**src/rtl/brd_rst_pkg.sv**
```systemverilog
package brd_rst_pkg;

  typedef enum logic [3:0] {
    ST_DONE     = 4'h0,
    ST_PWRON    = 4'h1,
    ST_SAMPLE   = 4'h2,
    ST_RMT_WAIT = 4'h3,
    ST_HOLD     = 4'h4,
    ST_JTAG     = 4'hC,
    ST_BUTTON   = 4'hD,
    ST_RECONFIG = 4'hE,
    ST_POST     = 4'hF
  } seq_state_e;

  typedef enum logic [3:0] {
    CAUSE_NONE     = 4'h0,
    CAUSE_PWRON    = 4'h1,
    CAUSE_BUTTON   = 4'h2,
    CAUSE_JTAG     = 4'h3,
    CAUSE_RECONFIG = 4'h4
  } cause_e;

  typedef struct packed {
    cause_e prev;
    cause_e cur;
  } reason_t;

  function automatic logic is_start(input seq_state_e s);
    return (s == ST_PWRON) || (s == ST_JTAG) || (s == ST_BUTTON) || (s == ST_RECONFIG);
  endfunction

endpackage

```
**src/rtl/brd_rst_sync.sv**
```systemverilog
module brd_rst_sync #(
  parameter int W      = 3,
  parameter int STAGES = 2
) (
  input  logic         clk,
  input  logic         rst_n,
  input  logic [W-1:0] d,
  output logic [W-1:0] q
);
  localparam int NS = (STAGES < 2) ? 2 : STAGES;

  logic [NS-1:0][W-1:0] stg_q;

  always_ff @(posedge clk or negedge rst_n) begin
    if (!rst_n) begin
      stg_q <= '0;
    end else begin
      stg_q[0] <= d;
      for (int i = 1; i < NS; i++) begin
        stg_q[i] <= stg_q[i-1];
      end
    end
  end

  assign q = stg_q[NS-1];
endmodule

```
**src/rtl/brd_rst_cause_pick.sv**
```systemverilog
module brd_rst_cause_pick
  import brd_rst_pkg::*;
(
  input  logic       btn_s,
  input  logic       jtag_s,
  input  logic       go,
  output logic       hit,
  output cause_e     cause,
  output seq_state_e start_st
);
  always_comb begin
    hit      = 1'b1;
    cause    = CAUSE_NONE;
    start_st = ST_DONE;
    if (btn_s) begin
      cause    = CAUSE_BUTTON;
      start_st = ST_BUTTON;
    end else if (jtag_s) begin
      cause    = CAUSE_JTAG;
      start_st = ST_JTAG;
    end else if (go) begin
      cause    = CAUSE_RECONFIG;
      start_st = ST_RECONFIG;
    end else begin
      hit      = 1'b0;
    end
  end
endmodule

```
**src/rtl/brd_rst_hold_timer.sv**
```systemverilog
module brd_rst_hold_timer #(
  parameter int CNT_W = 8
) (
  input  logic             clk,
  input  logic             rst_n,
  input  logic             run,
  input  logic [CNT_W-1:0] min_cnt,
  output logic             expired
);
  logic [CNT_W-1:0] cnt_q;
  logic [CNT_W:0]   cnt_inc;

  assign cnt_inc = {1'b0, cnt_q} + {{CNT_W{1'b0}}, 1'b1};
  assign expired = cnt_inc >= {1'b0, min_cnt};

  always_ff @(posedge clk or negedge rst_n) begin
    if (!rst_n) begin
      cnt_q <= '0;
    end else if (!run) begin
      cnt_q <= '0;
    end else if (!expired) begin
      cnt_q <= cnt_inc[CNT_W-1:0];
    end
  end
endmodule

```
**src/rtl/brd_rst_grp_gate.sv**
```systemverilog
module brd_rst_grp_gate #(
  parameter int NGRP = 4
) (
  input  logic            clk,
  input  logic            rst_n,
  input  logic            seq_act,
  input  logic [NGRP-1:0] force_i,
  input  logic [NGRP-1:0] mask_i,
  output logic [NGRP-1:0] rst_n_o
);
  logic [NGRP-1:0] assert_d;

  assign assert_d = ({NGRP{seq_act}} & ~mask_i) | force_i;

  always_ff @(posedge clk or negedge rst_n) begin
    if (!rst_n) begin
      rst_n_o <= '0;
    end else begin
      rst_n_o <= ~assert_d;
    end
  end
endmodule

```
**src/rtl/brd_rst_seq.sv**
```systemverilog
module brd_rst_seq
  import brd_rst_pkg::*;
#(
  parameter int          NGRP        = 4,
  parameter int          SW_W        = 8,
  parameter int          CNT_W       = 8,
  parameter int          SYNC_STAGES = 2,
  parameter logic [7:0]  CFG_DEFAULT = 8'hA5
) (
  input  logic             clk,
  input  logic             rst_n,
  input  logic             btn_req,
  input  logic             jtag_req,
  input  logic             reconf_go,
  input  logic             rmt_hold_en,
  input  logic             rmt_permit,
  input  logic [CNT_W-1:0] min_hold,
  input  logic [SW_W-1:0]  sw_in,
  input  logic [NGRP-1:0]  grp_force,
  input  logic [NGRP-1:0]  grp_mask,
  output logic [NGRP-1:0]  grp_rst_n,
  output logic [SW_W-1:0]  cfg_q,
  output logic [3:0]       seq_code,
  output logic             in_reset,
  output logic             rmt_waiting,
  output logic [7:0]       reason
);
  localparam int NSYNC = 3;
  localparam logic [SW_W-1:0] CFG_DEF_W = SW_W'(CFG_DEFAULT);

  seq_state_e state_q, state_d;
  reason_t    reason_q;
  logic [NSYNC-1:0] async_raw, async_s;
  logic btn_s, jtag_s, permit_s;
  logic pick_hit;
  cause_e pick_cause;
  seq_state_e pick_start;
  logic hold_done;
  logic seq_act;
  logic reason_en, cfg_en;
  logic [SW_W-1:0] cfg_d;

  assign async_raw = {rmt_permit, jtag_req, btn_req};

  brd_rst_sync #(.W(NSYNC), .STAGES(SYNC_STAGES)) sync_i (
    .clk   (clk),
    .rst_n (rst_n),
    .d     (async_raw),
    .q     (async_s)
  );

  assign btn_s    = async_s[0];
  assign jtag_s   = async_s[1];
  assign permit_s = async_s[2];

  brd_rst_cause_pick pick_i (
    .btn_s    (btn_s),
    .jtag_s   (jtag_s),
    .go       (reconf_go),
    .hit      (pick_hit),
    .cause    (pick_cause),
    .start_st (pick_start)
  );

  brd_rst_hold_timer #(.CNT_W(CNT_W)) timer_i (
    .clk     (clk),
    .rst_n   (rst_n),
    .run     (state_q == ST_HOLD),
    .min_cnt (min_hold),
    .expired (hold_done)
  );

  // next-state logic
  always_comb begin
    state_d = state_q;
    unique case (state_q)
      ST_DONE:     if (pick_hit) state_d = pick_start;
      ST_PWRON,
      ST_JTAG,
      ST_BUTTON,
      ST_RECONFIG: state_d = ST_SAMPLE;
      ST_SAMPLE:   state_d = rmt_hold_en ? ST_RMT_WAIT : ST_HOLD;
      ST_RMT_WAIT: if (permit_s) state_d = ST_HOLD;
      ST_HOLD:     if (hold_done) state_d = ST_POST;
      ST_POST:     if (!btn_s && !jtag_s) state_d = ST_DONE;
      default:     state_d = ST_PWRON;
    endcase
  end

  always_ff @(posedge clk or negedge rst_n) begin
    if (!rst_n) begin
      state_q <= ST_PWRON;
    end else begin
      state_q <= state_d;
    end
  end

  // cause log: shift current into previous on each new start
  assign reason_en = (state_q == ST_DONE) && pick_hit;

  always_ff @(posedge clk or negedge rst_n) begin
    if (!rst_n) begin
      reason_q <= '{prev: CAUSE_NONE, cur: CAUSE_PWRON};
    end else if (reason_en) begin
      reason_q <= '{prev: reason_q.cur, cur: pick_cause};
    end
  end

  // switch-derived register: default at start, switch image at sample
  always_comb begin
    cfg_en = 1'b0;
    cfg_d  = CFG_DEF_W;
    if (is_start(state_q)) begin
      cfg_en = 1'b1;
      cfg_d  = CFG_DEF_W;
    end else if (state_q == ST_SAMPLE) begin
      cfg_en = 1'b1;
      cfg_d  = sw_in;
    end
  end

  always_ff @(posedge clk or negedge rst_n) begin
    if (!rst_n) begin
      cfg_q <= CFG_DEF_W;
    end else if (cfg_en) begin
      cfg_q <= cfg_d;
    end
  end

  assign seq_act = (state_q != ST_DONE);

  brd_rst_grp_gate #(.NGRP(NGRP)) gate_i (
    .clk     (clk),
    .rst_n   (rst_n),
    .seq_act (seq_act),
    .force_i (grp_force),
    .mask_i  (grp_mask),
    .rst_n_o (grp_rst_n)
  );

  assign seq_code    = state_q;
  assign in_reset    = seq_act;
  assign rmt_waiting = (state_q == ST_RMT_WAIT);
  assign reason      = reason_q;
endmodule

```
**config.mk**
```make
export PLATFORM = sky130hd
export DESIGN_NAME = brd_rst_seq
export DESIGN_NICKNAME = d
export VERILOG_FILES = /design/src/rtl/brd_rst_pkg.sv /design/src/rtl/brd_rst_sync.sv /design/src/rtl/brd_rst_cause_pick.sv /design/src/rtl/brd_rst_hold_timer.sv /design/src/rtl/brd_rst_grp_gate.sv /design/src/rtl/brd_rst_seq.sv
export SDC_FILE = /design/constraint.sdc
export NUM_CORES = 1
export LEC_CHECK = 0
export ABC_AREA = 0
export BUFFER_PORTS_ARGS = -buffer_cell sky130_fd_sc_hd__clkbuf_2
export CORE_ASPECT_RATIO = 0.6
export CORE_MARGIN = 4
export CORE_UTILIZATION = 35
export DETAILED_ROUTE_END_ITERATION = 7
export GPL_TIMING_DRIVEN = 0
export PLACE_DENSITY = 0.6
export SLEW_MARGIN = 20
export SYNTH_ARGS = -nofsm -noshare
export SYNTH_HDL_FRONTEND = slang
export SYNTH_HIERARCHICAL = 1
export SYNTH_SLANG_ARGS = --single-unit
```
**constraint.sdc**
```tcl
create_clock -name clk -period 7.99 [get_ports clk]
set_input_delay 1.598 -clock clk [delete_from_list [all_inputs] [get_ports clk]]
set_output_delay 1.598 -clock clk [all_outputs]
set_load 0.01 [all_outputs]
```
Word level (Yosys, flattened, before mapping):

Cells that the tools add are included.

* register bits: 38
* input port bits: 31
* word-level logic and storage cells: 59

* $add $sub $neg: 1
* $lt $le $gt $ge: 1
* eq/ne operators: 13
* multiplexer cells: 21
* bitwise gates (word level): 4
* reduce and logical (&&, ||, !) cells: 11

Operators with widths (count)
* $mux W4: 9
* $mux W8: 4
* $pmux W4 S6: 1
* $eq A4 B4 Y1 const B: 4
* $add A8 B1 Y9 const B: 1
* $ge A9 B8 Y1: 1
* $eq A4 B2 Y1 const B: 2
* $ne A2 B2 Y1 const B: 4
* $not A4 Y4: 2
* $mux W3: 2
* $mux W1: 5
* $and A4 B4 Y4: 1
* $eq A4 B1 Y1 const B: 1
* $eq A4 B3 Y1 const B: 1
* $logic_not A4 Y1: 1
* $or A4 B4 Y4: 1
* $reduce_and A4 Y1: 1
* $reduce_bool A4 Y1: 1
* $reduce_or A4 Y1: 1
* $logic_or A1 B1 Y1: 3
* $logic_and A1 B1 Y1: 2
* $logic_not A1 Y1: 2
* $ne A2 B1 Y1 const B: 1

Longest topological paths before layout:

Gate-level depths: netlist of the first run.

* word-level depth: 5
* gate-level depth with buffers: 15
* mapped depth without buffers: 14

By module:

The synthesis of the first run kept the hierarchy.

By module, submodules not included
* brd_rst_seq: instances 1, cells each 104, area each 1066.0 sq um, seq. area each 508.0 sq um
* brd_rst_hold_timer: instances 1, cells each 79, area each 718.2 sq um, seq. area each 200.2 sq um
* brd_rst_sync: instances 1, cells each 9, area each 172.7 sq um, seq. area each 150.1 sq um
* brd_rst_grp_gate: instances 1, cells each 12, area each 138.9 sq um, seq. area each 100.1 sq um
* brd_rst_cause_pick: instances 1, cells each 10, area each 70.1 sq um, seq. area each 0.0 sq um

Worst setup path before layout of the first run:

Ideal clock, no wire load.

* kind: input port to flip-flop
* from: input min_hold[6]
* to: register state_q[0], in the netlist seq_code[0]
* library setup time: 0.075 ns
* arrival time: 3.417 ns
* slack: 4.498 ns
* cell stages on the path: 12
* buffers on the path: 1
* cell sequence: inv_1 -> ha_1 -> o21a_1 -> o21ai_1 -> nor4_1 -> buf_2 -> nor2_1 -> inv_1 -> inv_1 -> o2bb2ai_1 -> a21oi_2 -> mux2i_1

* longest elaborated chain between the ends: 3

RTL lines
* start, declared: RTL line brd_rst_seq.sv:17 `input logic [CNT_W-1:0] min_hold,`
* $ge A9 B8 Y1: RTL line brd_rst_hold_timer.sv:14 `assign expired = cnt_inc >= {1'b0, min_cnt};`
* named net hold_done: RTL line brd_rst_seq.sv:38 `logic hold_done;`
* $ne A2 B2 Y1 (no line)
* $reduce_and A4 Y1 (no line)
* end signal, assigned: RTL line brd_rst_seq.sv:94 `state_q <= state_d;`
* end, declared: RTL line brd_rst_seq.sv:31 `seq_state_e state_q, state_d;`

The timed path passes the listed nets, and every way through them passes these cells.
A chain may end at the register's enable or synchronous reset.

Worst setup path in the final report of the first run:

* from: input min_hold[5]
* to: register state_q[1], in the netlist seq_code[1]

The elaborated chain is that of the path after synthesis.

==> results.json, run 1 <==
{
  "outcome": "finished, final reports clean",
  "seqPwrFrac": 0.381,
  "core-area_mm2": 0.00578,
  "synthTopCellsByArea": "dfrtp_1 37%, dfstp_2 7.3%, ha_1 5.2%, mux2_2 4.7%, a21oi_1 3.9%",
  "synth-edff-count": 0,
  "seq_area_frac_synth": 0.443,
  "internal-power_uw": 483,
  "pwr-share-clk": 0.168,
  "dp_hpwl_um": 3740,
  "finalNonFillerCells": 358,
  "worst_pin_slew_ns": 0.933,
  "fin_setup_tns_ns": 0,
  "post_cts_buffers": 0,
  "ios": 57,
  "drive_above_1_share": 0.378,
  "hp-class": "flip-flop to flip-flop",
  "fin_area_mm2": 0.00264,
  "drv_cap": 0,
  "whs_ns": 0.346,
  "async_flop_share": 1.00,
  "drc": 0,
  "power_density_mw_per_mm2": 302,
  "fmaxAchievable_ghz": 0.265,
  "synth_flop_cell": "dfrtp_1",
  "place_inst": 350,
  "antenna_found_initial": 0,
  "crit_fanout": 10,
  "path_clk_slew_ns": 0.07,
  "rsz0062_at_grt": "false",
  "yosysTopAreaCell": "dfrtp_1",
  "setup_viol": 0,
  "finClkSkew_ns": 0.00402,
  "hold_viol": 0,
  "diodes": 0,
  "dieArea_mm2": 0.00755,
  "synth_nets": 254,
  "routedLengthMet1_um": 2560,
  "dr_wl_met2_um": 1980,
  "fp.dieW_um": 110,
  "dpl_cell_area_mm2": 0.00255,
  "drv_slew": 0,
  "nets": 317,
  "cts_tree": "yes",
  "power_switching_uw": 314,
  "irDropWorstVdd_uv": 106,
  "portBuffers": 56,
  "syn_area_mm2": 0.00217,
  "clk_latency_ns": 0.28,
  "synthCells": 214,
  "syn_area_per_cell_um2": 10.1,
  "post_cts_resized": 0,
  "vias": 1749,
  "num-fill-cells": 578,
  "num_rows": 21,
  "via_per_inst": 4.89,
  "grt_start_max_net_pins": 39,
  "crit_top_cell": "inv_1",
  "dr.pass1.iters": 4,
  "cts_hold_buf": 0,
  "grt_usage": 0.141,
  "ys_seq_elements": 38,
  "power.share.combinational": 0.452,
  "wl_met3_um": 353,
  "ant_nets": 0,
  "finalWirelength_um": 4910,
  "crit_chain": "clkbuf_2 -> inv_1 -> ha_1 -> o21a_1 -> o21ai_1 -> nor4_1 -> buf_2 -> nor2_1 -> inv_1 -> inv_1 -> o2bb2ai_1 -> a21oi_2 -> mux2i_1",
  "crit_type": "input port to flip-flop",
  "cts_max_level": 2,
  "sw_frac_of_total": 0.393,
  "area_growth_syn_to_layout_pct": 21.8,
  "max-slew-margin-rel": 0.378,
  "initial_utilization": 0.375,
  "start_kind": "input port",
  "cts_max_path_buffers": 2,
  "p_leak_uw": 0.00126,
  "period_share": 0.472,
  "grt_pass1_wl_um": 8200,
  "drtIter0Drc": 69,
  "globalplace.congestion": 0.824,
  "drt-wirelength-per-cell_um": 13.7,
  "yosysUniqueCellTypes": 51,
  "overflow": 0,
  "cts.sinks": 38,
  "yosysWarnings": 6,
  "top_layer": "met4",
  "cp_slowest_cell": "nor4_1",
  "end_kind": "flip-flop",
  "max_stage_delay_ns": 0.67,
  "grt_pass1_vias": 1691,
  "die_h_um": 68.9,
  "min_period_ns": 3.77,
  "synth_top_area_frac": 0.370,
  "cts_root_buf": "clkbuf_8",
  "required_ns": 8.20,
  "cp.arrival_ns": 3.98,
  "numCtsBuffers": 5
}
-- per-layer routing --
layer,vias to the layer above,GRT usage
met2,44,0.195
met3,2,0.0484
met4,0,0.0404
li1,888,-
met5,-,0
met1,815,0.206
-- power by group through the flow --
stage / logic, µW / registers [µW] / clock network, µW
2_1_floorplan: 229 / 318 / 0
3_3_place_gp: 360 / 306 / 0
3_5_place_dp: 362 / 308 / 0
4_1_cts: 363 / 304 / 140
5_1_grt: 409 / 312 / 149
6_report: 360 / 303 / 134
-- area by class of cell --
| type | count | area, µm² | share of cell area |
|---|---|---|---|
| Clock buffer | 7 | 86.3 | 0.0327 |
| Multi-Input combinational cell | 141 | 1030 | 0.391 |
| Sequential cell | 38 | 958 | 0.363 |
| Inverter | 21 | 78.8 | 0.0299 |
| Tap cell | 80 | 100 | 0.0380 |
| Buffer | 14 | 97.6 | 0.0370 |
| Clock inverter | 1 | 5.00 | 0.00190 |
| Timing Repair Buffer | 56 | 280 | 0.106 |
-- kinds of logic after synthesis --
| family | count (synthesis) | share of synthesized area |
|---|---|---|
| multiplexers | 13 | 0.0653 |
| flip-flops | 38 | 0.443 |
| adder cells (fa/ha/maj) | 9 | 0.0520 |
| AND/OR/NAND/NOR | 47 | 0.130 |
| buffers and inverters | 35 | 0.0814 |
| XOR/XNOR | 6 | 0.0243 |
| other | 1 | 0.00173 |
| AO/OA/AOI/OAI | 65 | 0.203 |
-- registers in the layout (all words and copies together) (netlist names) --
name            cells
cfg_q               8
reason              8
gate_i/rst_n_o      4
seq_code            4
sync_i/stg_q        3
timer_i/cnt_q       8
sync_i/q            3
-- per-stage QoR --
step,worst slack [ns],util,total power (µW)
floorplan,4.50,-,547
global placement,3.97,0.440,666
detailed placement,3.95,0.440,670
CTS,4.23,0.456,807
global route,3.90,0.456,870
finish,4.22,0.456,797
-- final timing paths --
kind / startpoint / slack (ns) / end / cells after the start
max: min_hold[5] / 4.22 / seq_code[1] / 13
min: sync_i/stg_q[0] / 0.35 / sync_i/q[0] / 0
max reg2reg: timer_i/cnt_q[0] / 4.30 / seq_code[1] / 15
min reg2reg: sync_i/stg_q[0] / 0.35 / sync_i/q[0] / 0
max in group asynchronous: rst_n / 5.96 / timer_i/cnt_q[4] / 1
min in group asynchronous: rst_n / 1.45 / reason[4] / 1
-- critical path: cells and delay by family --
family,cells,cell delay [ns]
adders and majority gates,1,0.27
and+or+nand+nor,2,0.77
AOI/OAI and AO/OA,4,0.55
muxes,1,0.20
buffers and inverters,5,0.60
-- cells in the mapped netlist (5+ instances only) --
cell     instances
dfrtp_1         32
inv_1           20
a21oi_1         17
nand2_1         12
buf_4            9
ha_1             9
mux2_2           9
nor2_1           8
dfstp_2          6
o21ai_0          6
o21ai_1          6
o31ai_1          6
o22ai_1          5
xnor2_1          5
-- cells in the final DEF, fill, tap and decap left out, types with 8 or more instances in the layout --
cell type	instances
dfrtp_1	32
buf_4	9
nand2_1	12
ha_1	9
a21oi_1	17
inv_1	20
mux2_2	9
clkbuf_2	56
nor2_1	8
Power figures use the tool's default switching activity.
==> run 2, diff against run 1 <==
--- a/config.mk
+++ b/config.mk
@@ -5,7 +5,7 @@
 export SDC_FILE = /design/constraint.sdc
 export NUM_CORES = 1
 export LEC_CHECK = 0
-export ABC_AREA = 0
+export ABC_AREA = 1
 export BUFFER_PORTS_ARGS = -buffer_cell sky130_fd_sc_hd__clkbuf_2
 export CORE_ASPECT_RATIO = 0.6
 export CORE_MARGIN = 4
==> constraint.sdc (replaced) <==
create_clock -name clk -period 3.85 [get_ports clk]
set_input_delay 0.77 -clock clk [delete_from_list [all_inputs] [get_ports clk]]
set_output_delay 0.77 -clock clk [all_outputs]
set_load 0.01 [all_outputs]
==> results.json, run 2 <==
{
  "outcome": "finished, final reports clean",
  "grt_usage": 0.135,
  "syn_area_per_cell_um2": 8.46,
  "hp-class": "flip-flop to flip-flop",
  "post_cts_resized": 0,
  "nets": 358,
  "worst_pin_slew_ns": 0.925,
  "dr.pass1.iters": 4,
  "initial_utilization": 0.373,
  "crit-reg2reg-launch": "timer_i/cnt_q[0]",
  "drv_slew": 0,
  "synth_nets": 295,
  "hold_depth": 0,
  "cts_hold_buf": 0,
  "yosysUniqueCellTypes": 30,
  "max_stage_delay_ns": 0.44,
  "crit_chain": "ha_1 -> nand3_2 -> xnor2_1 -> ha_1 -> nand2_1 -> inv_1 -> nand2_1 -> nand3_1 -> nand2_1 -> nand2_1 -> nand2_2 -> nand2_4 -> nand3b_1 -> nand2_2 -> nor2_2 -> nand2_1 -> nand2_1",
  "finalWirelength_um": 4630,
  "required_ns": 4.03,
  "num_rows": 21,
  "synth_flop_cell": "dfrtp_1",
  "drive_above_1_share": 0.348,
  "portBuffers": 56,
  "drc": 0,
  "grt_pass1_vias": 1701,
  "dpl_cell_area_mm2": 0.00254,
  "core-area_mm2": 0.00578,
  "drt-wirelength-per-cell_um": 11.6,
  "globalplace.congestion": 0.834,
  "crit_type": "flip-flop to flip-flop",
  "cts_root_buf": "clkbuf_8",
  "synth_common_cells": "65 x nand2_1, 36 x nand3_1, 32 x dfrtp_1",
  "irDropWorstVdd_uv": 324,
  "grt_start_max_net_pins": 39,
  "yosysTopAreaCell": "dfrtp_1",
  "period_share": 0.671,
  "yosys.area_share.simple": 0.350,
  "cts_max_path_buffers": 2,
  "drv_cap": 0,
  "synth_xor_area_frac": 0.0203,
  "yosysMostFrequentCell": "nand2_1",
  "cp-startpoint": "timer_i/cnt_q[0]",
  "finClkSkew_ns": 0.00736,
  "ant_nets": 0,
  "synth_compound_area_frac": 0.0325,
  "cts_tree": "yes",
  "cp.arrival_ns": 2.76,
  "yosysWarnings": 6,
  "final_common_cell": "nand2_1",
  "synth_top_area_frac": 0.371,
  "layout_common_cells": "65 x nand2_1, 56 x clkbuf_2, 36 x nand3_1",
  "p_leak_uw": 0.00150,
  "clk_latency_ns": 0.29,
  "end_kind": "flip-flop",
  "syn_area_mm2": 0.00216,
  "dp_hpwl_um": 3600,
  "hp-start": "sync_i/stg_q[1]",
  "min_period_ns": 2.58,
  "numCtsBuffers": 5,
  "fp.dieW_um": 109,
  "overflow": 0,
  "synthTopCellsByArea": "dfrtp_1 37%, nand2_1 11%, nand3_1 8.4%, dfstp_2 7.3%, ha_1 5.2%",
  "cts.sinks": 38,
  "vias": 1770,
  "synthCells": 255,
  "async_flop_share": 1.00,
  "synth-edff-count": 0,
  "max-slew-margin-rel": 0.383,
  "r2r_cells": 17,
  "post_cts_buffers": 0,
  "die_h_um": 68.8,
  "hold_viol": 0,
  "crit_top_cell": "nand2_1",
  "fin_area_mm2": 0.00265,
  "synthMuxAreaShare": 0,
  "fmaxAchievable_ghz": 0.387,
  "antenna_found_initial": 0,
  "path_clk_slew_ns": 0.08,
  "synthAdderAreaFrac": 0.0522,
  "area_growth_syn_to_layout_pct": 22.9,
  "start_kind": "flip-flop",
  "place_inst": 391,
  "whs_ns": 0.353,
  "drtIter0Drc": 72,
  "diodes": 0,
  "via_per_inst": 4.44,
  "dieArea_mm2": 0.00752,
  "setup_viol": 0,
  "cp_slowest_cell": "dfrtp_1",
  "power_density_mw_per_mm2": 620,
  "synth_top_family_by_area": "simple AND/OR/NAND/NOR gates",
  "ys_seq_elements": 38,
  "ios": 57,
  "crit_fanout": 9,
  "seq_area_frac_synth": 0.444,
  "finalNonFillerCells": 399,
  "rsz0062_at_grt": "false",
  "fin_setup_tns_ns": 0,
  "cts_max_level": 2,
  "grt_pass1_wl_um": 7880
}
[run 2: changes by cell type after synthesis, moves of 5 or more]
cell,delta
o21ai_0,-6
o22ai_1,-5
nand4_1,+9
a21oi_1,-11
inv_1,+7
mux2_2,-9
nand3_1,+34
nand2_1,+53
o31ai_1,-6
nor2_2,+5
[run 2: cell families after synthesis]
kind of cell             Yosys count
flip-flops                        38
buffers and inverters             45
AND/OR/NAND/NOR                  147
AO/OA/AOI/OAI                     10
XOR/XNOR                           5
adder cells (fa/ha/maj)            9
other                              1
[run 2: through the flow]
| stage | total power [µW] | util | setup WS (ns) |
|---|---|---|---|
| after global placement | 1310 | 0.439 | 1.31 |
| after floorplan | 1080 | - | 1.63 |
| final | 1640 | 0.459 | 1.27 |
| after CTS | 1660 | 0.459 | 1.25 |
| after detailed placement | 1320 | 0.439 | 1.27 |
| after global routing | 1790 | 0.459 | 0.999 |
[run 2: layout make-up]
cell class	instances	area [µm²]
Buffer	13	92.6
Clock buffer	5	68.8
Inverter	32	120
Clock inverter	3	45.0
Multi-Input combinational cell	172	986
Sequential cell	38	958
Fill cell	593	3130
Timing Repair Buffer	56	280
Tap cell	80	100
[run 2: power breakdown]
group / switching, µW / internal (µW) / total (µW)
Clock: 146 / 193 / 339
Combinational: 447 / 256 / 703
Sequential: 85.6 / 516 / 602
Total: 679 / 964 / 1640
[run 2: routing by layer]
metal / up-vias / share of wire / track usage
li1: 937 / - / -
met1: 786 / 0.54 / 0.203
met2: 45 / 0.38 / 0.181
met3: 2 / 0.083 / 0.0521
met4: 0 / 0.0017 / 0.0280
met5: - / 0 / 0
[run 2: critical path, delay by kind of cell, from the launching register on]
family	cells	cell delay (ns)
simple gates	13	1.24
fa+ha+maj	2	0.52
flops	1	0.44
xor+xnor	1	0.22
buf+inv	1	0.04
[run 2: worst paths after layout]
check	slack [ns]	end
min reg2reg	0.35	sync_i/q[1]
min	0.35	sync_i/q[1]
max	1.27	seq_code[1]
max in group asynchronous	2.67	cfg_q[4]
max reg2reg	1.27	seq_code[1]
min in group asynchronous	0.60	gate_i/rst_n_o[1]
